--- src/rtl/qp_pkg.sv ---
package qp_pkg;
  localparam int unsigned PHASE_W    = 2;
  localparam int unsigned NUM_PHASES = 1 << PHASE_W;
  localparam int unsigned NUM_STROBE = 2;

  typedef logic [PHASE_W-1:0] phase_t;
endpackage

--- src/rtl/qp_phase_ctr.sv ---
module qp_phase_ctr
  import qp_pkg::*;
(
  input  logic   clk_i,
  input  logic   rst_i,
  output phase_t phase_q_o,
  output phase_t phase_d_o
);
  phase_t phase_q;
  phase_t phase_d;

  always_comb begin
    if (rst_i) phase_d = '0;
    else       phase_d = phase_t'(phase_q + phase_t'(1));
  end

  always_ff @(posedge clk_i) begin
    phase_q <= phase_d;
  end

  assign phase_q_o = phase_q;
  assign phase_d_o = phase_d;

  // one step per clock, wrapping modulo four
  p_step_wrap_r2: assert property (@(posedge clk_i) disable iff (rst_i)
    1'b1 |=> (phase_q == phase_t'($past(phase_q) + phase_t'(1))));
endmodule

--- src/rtl/qp_strobe_dec.sv ---
module qp_strobe_dec
  import qp_pkg::*;
#(
  parameter phase_t A_PHASE = phase_t'(1),
  parameter phase_t B_PHASE = phase_t'(3)
) (
  input  logic                  clk_i,
  input  logic                  rst_i,
  input  phase_t                phase_d_i,
  output logic [NUM_STROBE-1:0] strobe_o
);
  function automatic phase_t active_phase(input int unsigned idx);
    return (idx == 0) ? A_PHASE : B_PHASE;
  endfunction

  logic [NUM_STROBE-1:0] strobe_q;

  for (genvar g = 0; g < NUM_STROBE; g++) begin : g_strobe
    always_ff @(posedge clk_i) begin
      if (rst_i) strobe_q[g] <= 1'b0;
      else       strobe_q[g] <= (phase_d_i == active_phase(g));
    end
  end

  assign strobe_o = strobe_q;

  // the strobes never overlap
  p_no_overlap_r5: assert property (@(posedge clk_i) disable iff (rst_i)
    $onehot0(strobe_q));
endmodule

--- src/rtl/qp_reset_stretch.sv ---
module qp_reset_stretch #(
  parameter int unsigned HOLD = 4
) (
  input  logic clk_i,
  input  logic rst_i,
  output logic rst_out_o
);
  localparam int unsigned CW = $clog2(HOLD + 1);

  logic [CW-1:0] cnt_q;
  logic          rst_out_q;

  always_ff @(posedge clk_i) begin
    if (rst_i) begin
      cnt_q     <= CW'(HOLD);
      rst_out_q <= 1'b1;
    end else begin
      if (cnt_q != '0) cnt_q <= cnt_q - CW'(1);
      rst_out_q <= (cnt_q > CW'(1));
    end
  end

  assign rst_out_o = rst_out_q;

  // reset always loads a full stretch
  p_load_r1: assert property (@(posedge clk_i)
    rst_i |=> (rst_out_q && cnt_q == CW'(HOLD)));
  // once the stretch has run out, reset-out stays low
  p_stay_low_r6: assert property (@(posedge clk_i) disable iff (rst_i)
    (cnt_q == '0) |=> (cnt_q == '0 && !rst_out_q));
endmodule

--- src/rtl/quad_phase_clkgen.sv ---
module quad_phase_clkgen
  import qp_pkg::*;
#(
  parameter int unsigned HOLD    = 4,
  parameter int unsigned A_PHASE = 1,
  parameter int unsigned B_PHASE = 3
) (
  input  logic       clk_i,
  input  logic       rst_i,
  output logic [1:0] phase_o,
  output logic       ph_a_o,
  output logic       ph_b_o,
  output logic       rst_out_o
);
  localparam phase_t A_P = phase_t'(A_PHASE);
  localparam phase_t B_P = phase_t'(B_PHASE);

  phase_t                phase_q;
  phase_t                phase_d;
  logic [NUM_STROBE-1:0] strobe;

  qp_phase_ctr u_ctr (
    .clk_i     (clk_i),
    .rst_i     (rst_i),
    .phase_q_o (phase_q),
    .phase_d_o (phase_d)
  );

  qp_strobe_dec #(.A_PHASE(A_P), .B_PHASE(B_P)) u_dec (
    .clk_i     (clk_i),
    .rst_i     (rst_i),
    .phase_d_i (phase_d),
    .strobe_o  (strobe)
  );

  qp_reset_stretch #(.HOLD(HOLD)) u_rst (
    .clk_i     (clk_i),
    .rst_i     (rst_i),
    .rst_out_o (rst_out_o)
  );

  assign phase_o = phase_q;
  assign ph_a_o  = strobe[0];
  assign ph_b_o  = strobe[1];

  // first strobe aligned with its phase
  p_a_align_r3: assert property (@(posedge clk_i) disable iff (rst_i)
    ph_a_o == (phase_o == A_P));
  // second strobe aligned with its phase
  p_b_align_r4: assert property (@(posedge clk_i) disable iff (rst_i)
    ph_b_o == (phase_o == B_P));
  // reset at any phase restarts at phase 0 with strobes low
  p_restart_r7: assert property (@(posedge clk_i)
    rst_i |=> (phase_o == 2'd0 && !ph_a_o && !ph_b_o && rst_out_o));
endmodule

--- config.mk ---
export PLATFORM = sky130hd
export DESIGN_NAME = quad_phase_clkgen
export DESIGN_NICKNAME = d
export VERILOG_FILES = /design/src/rtl/qp_pkg.sv /design/src/rtl/qp_phase_ctr.sv /design/src/rtl/qp_strobe_dec.sv /design/src/rtl/qp_reset_stretch.sv /design/src/rtl/quad_phase_clkgen.sv
export SDC_FILE = /design/constraint.sdc
export NUM_CORES = 1
export LEC_CHECK = 0
export ABC_AREA = 1
export CORE_AREA = 2 2 39 41
export CTS_CLUSTER_DIAMETER = 120
export DETAILED_ROUTE_END_ITERATION = 7
export DIE_AREA = 0 0 41 43
export DONT_BUFFER_PORTS = 1
export MAX_ROUTING_LAYER = met4
export PLACE_DENSITY = 0.44
export SETUP_SLACK_MARGIN = 0.15
export SLEW_MARGIN = 5
export SYNTH_ARGS = -nofsm -noshare
export SYNTH_HDL_FRONTEND = slang
export SYNTH_SLANG_ARGS = --single-unit
--- constraint.sdc ---
create_clock -name clk_i -period 2.15 [get_ports clk_i]
set_input_delay 0.43 -clock clk_i [delete_from_list [all_inputs] [get_ports clk_i]]
set_output_delay 0.43 -clock clk_i [all_outputs]
set_load 0.01 [all_outputs]
---- Word level (Yosys, flattened, before mapping) ----
Cells that the tools add are included.
word-level totals
  logic and storage cells ................. 12
  bits in registers ....................... 8
operators by class
  reduce and logical (&&, ||, !) cells .... 1
  equality and inequality tests ........... 2
  add/subtract/negate cells ............... 2
  mux-type cells .......................... 1
  magnitude comparators ................... 1
operator list
  operator               count
  $gt A3 B1 Y1 const B   1
  $reduce_bool A3 Y1     1
  $sub A3 B1 Y3 const B  1
  $add A2 B1 Y2 const B  1
  $eq A2 B1 Y1 const B   1
  $eq A2 B2 Y1 const B   1
  $mux W2                1

---- Logic depth before layout (Yosys ltp) ----
  word-level depth ........................ 3
  depth in mapped cells ................... 6

---- By module ----
Synthesis repeated with hierarchy kept, for this count alone.
second synthesis, totals
  cells, all modules ...................... 44
  area, all modules ....................... 329.1 µm²
modules (own cells, without submodules)
  module            area an instance (µm²)  cells each  instances  seq. area each (µm²)
  qp_reset_stretch  207.7                   29          1          80.1
  qp_phase_ctr      62.6                    8           1          40.0
  qp_strobe_dec     58.8                    7           1          40.0

---- Worst setup path after synthesis ----
OpenSTA, ideal clock, no wires.
  path type ............................... register to register
  start ................................... register u_rst.cnt_q[0]
  end ..................................... register u_rst.cnt_q[0]
  data required time ...................... 2037 ps
  slack ................................... 1195 ps
  arrival ................................. 842 ps
  cell stages (with the launch flop) ...... 7
  clock period less this slack ............ 955 ps
  cells stage by stage .................... dfxtp_1 > inv_1 > ha_1 > inv_1 > nor2_1 > nor2_1 > nor2_1
on the way
  cells in the longest elaborated chain, start to end .. 1
  elaborated cells on any way between the ends .. 2
  those cells by class .................... 1 x add/sub; 1 x reduce/logical
RTL lines
  what                                                        RTL line                text
  start, declared                                             qp_reset_stretch.sv:10  logic [CW-1:0] cnt_q;
  start signal, assigned                                      qp_reset_stretch.sv:15  cnt_q <= CW'(HOLD);
  start signal, assigned                                      qp_reset_stretch.sv:18  if (cnt_q != '0) cnt_q <= cnt_q - CW'(1);
  $sub A3 B1 Y3 / $reduce_bool A3 Y1 (equally long branches)  qp_reset_stretch.sv:18
Parallel ways exist; a longest one is shown, timed or not.
A chain may end at the register's enable or synchronous reset.

---- Worst setup path after layout ----
  start ................................... register u_ctr.phase_q[0], in the netlist u_ctr.phase_q_o[0]
  end ..................................... output port phase_o[0]
RTL lines
  what                    RTL line                 text
  start, declared         qp_phase_ctr.sv:9        phase_t phase_q;
  start signal, assigned  qp_phase_ctr.sv:18       phase_q <= phase_d;
  end, declared           quad_phase_clkgen.sv:10  output logic [1:0] phase_o,
No word-level cell between the ends.

==> results by group <==
Critical path
  • Setup CP Type: reg2out
  • WP data arrival: 650 ps
  • FF-to-FF path depth: 6
  • CP Max Fanout: 3
  • Critical path depth: 0
  • Setup crit end kind: primary output
  • Data required, critical path: 1720 ps
  • Type of origin of the critical path: flip-flop

Synthesis
  • Post-Synth XOR/XNOR Area: 0
  • Netlist cell types: 9
  • FF+latch count, synth: 8
  • Sequential element share of the synthesized area: 0.496
  • Syn Inst Count: 40
  • Simple-Gate Fraction of Synth Area: 0.252
  • Post-Synth Adder-Cell Area: 0.116
  • Avg Cell Area, Syn: 8.07 um^2
  • Largest family of logic cells by synthesized area: simple AND/OR/NAND/NOR gates
  • Complex-gate fraction of the synthesized area: 0.0426
  • Synthesized cell area: 323 um^2
  • Synth warn: 0
  • Syn nets: 45
  • Post-synthesis mux area share: 0

CTS
  • CTS tree: done
  • Root buffer cell: clkbuf_4
  • H-tree levels: 1
  • Clock buffer count from CTS: 3
  • Maximum clock path buffer count: 2
  • Clk_lat worst skew: 250 ps
  • Post_cts resized: 0
  • Clk slew on worst S/H paths: 50 ps
  • Post-CTS setup buffer count: 0
  • # hold bufs at CTS: 0
  • TritonCTS Sinks: 8

Finish
  • Most common cell after layout, fill and taps aside: nor2_1
  • Filler cells: 158
  • Nets@finish: 50
  • Area growth, synth to finish: 13.2%
  • Antenna fix cells: 0
  • Share of cells above drive strength 1: 0.116
  • Most frequent cells in the layout: nor2_1 (11), inv_1 (8), dfxtp_1 (8)
  • Core Util, Final: 0.264

Timing
  • Setup TNS: 0 ps
  • FMAX: 929 MHz
  • Worst-Margin Slew: 170 ps
  • Final min period: 1080 ps
  • RSZ-0062 raised after global routing: no
  • Final Hold Viols: 0
  • Slew Limit Fails: 0
  • Final worst-path cycle share: 0.501
  • Fin Clk Skew: 0.361 ps
  • Slew headroom: 0.887
  • Worst setup margin: 1070 ps
  • Final setup fails: 0

Pwr
  • Worst vdd ir: 0.245 mV
  • Total Power: 0.442 mW
  • PD cells: 1210 nW/um^2
  • Pleak: 0.182 nW

Floorplanning
  • Die Ht: 43 um
  • I/O pin count: 7
  • Die W: 41 um
  • Starting density of the core: 0.233
  • Core area: 1380 um^2
  • # rows: 14
  • Die Footprint: 1760 um^2

Route
  • Avg Vias per Cell: 3.98
  • Final ANT Viol Nets: 0
  • Drt pass-1 iters: 4
  • WL final: 518 um
  • DR iter-0 viols: 6
  • Vias: 235
  • DRC viols: 0
  • Avg WL per Cell: 8.78 um

Global routing
  • First-pass GRT wire length: 834 um
  • Largest net degree at the start of global routing: 5
  • Grt ovf: 0
  • Number of global-route vias before repair: 198
  • GRT Total Usage: 0.0772
  • Antenna violations before repair: 0

Placement
  • Number of port buffers: 0
  • DP HPWL: 385 um
  • DP Worst Slack: 1100 ps
  • GP Congestion: 0.633

Job
  • Maxcap violations: 0

Worst hold path
  • Hold Path Depth: 2
  • Hold WC Path Type: in2reg

Run status
  • Status: finished clean
## power breakdown
group / switching, mW / internal, mW / leakage [nW]
logic: 0.0776 / 0.0486 / 0.102
clock network: 0.0492 / 0.0638 / 0.0138
registers: 0.0223 / 0.180 / 0.0665
## logic make-up after synthesis
logic type	after synthesis
adders and majority gates	3
and+or+nand+nor	19
buffers and inverters	8
DFF	8
AOI/OAI and AO/OA	2
## registers in the layout, summed over array words and instances, names as in the netlist
name and cells:
u_ctr.phase_q_o 2, u_rst.cnt_q 3, u_rst.rst_out_o 1, u_dec.strobe_o 2
## through the flow
step	std cells	hold WS [ps]	cell area, um^2
2_1_floorplan	40	440	323
4_1_cts	59	266	365
5_1_grt	59	258	365
6_report	59	270	365
3_5_place_dp	56	470	343
3_3_place_gp	56	470	343
## routing by layer
metal	GRT usage	vias up	wire length, um	share of wire
li1	-	126	-	-
met1	0.0935	101	245	0.47
met2	0.0813	8	229	0.44
met3	0.0733	0	43	0.083
met4	0.0400	0	0	0
met5	-	-	0	0
## layout make-up
type,count,area (um^2),share of cell area
Sequential cell,8,160,0.438
Multi-Input combinational cell,24,133,0.363
Inverter,8,30.0,0.0822
Clock buffer,3,22.5,0.0616
Tap cell,16,20.0,0.0548
## worst paths after layout
path | startpoint | to | slack, ps
min | rst_i | u_rst.cnt_q[2]$_SDFFE_PP1P_ | 270
min reg2reg | u_ctr.phase_q_o[1]$_DFF_P_ | u_dec.strobe_o[0]$_SDFF_PP0_ | 480
max | u_ctr.phase_q_o[0]$_DFF_P_ | phase_o[0] | 1070
max reg2reg | u_rst.cnt_q[0]$_SDFFE_PP0P_ | u_rst.cnt_q[0]$_SDFFE_PP0P_ | 1090
## synth_stat cells
cell | instances | area share
nand2_1 | 3 | 0.035
inv_1 | 8 | 0.093
dfxtp_1 | 8 | 0.50
nor2_1 | 11 | 0.13
o21ai_2 | 1 | 0.027
ha_1 | 3 | 0.12
or2_4 | 1 | 0.027
o21ai_0 | 1 | 0.015
nand3_1 | 4 | 0.062
No activity file was read; power rests on OpenSTA's default activity.
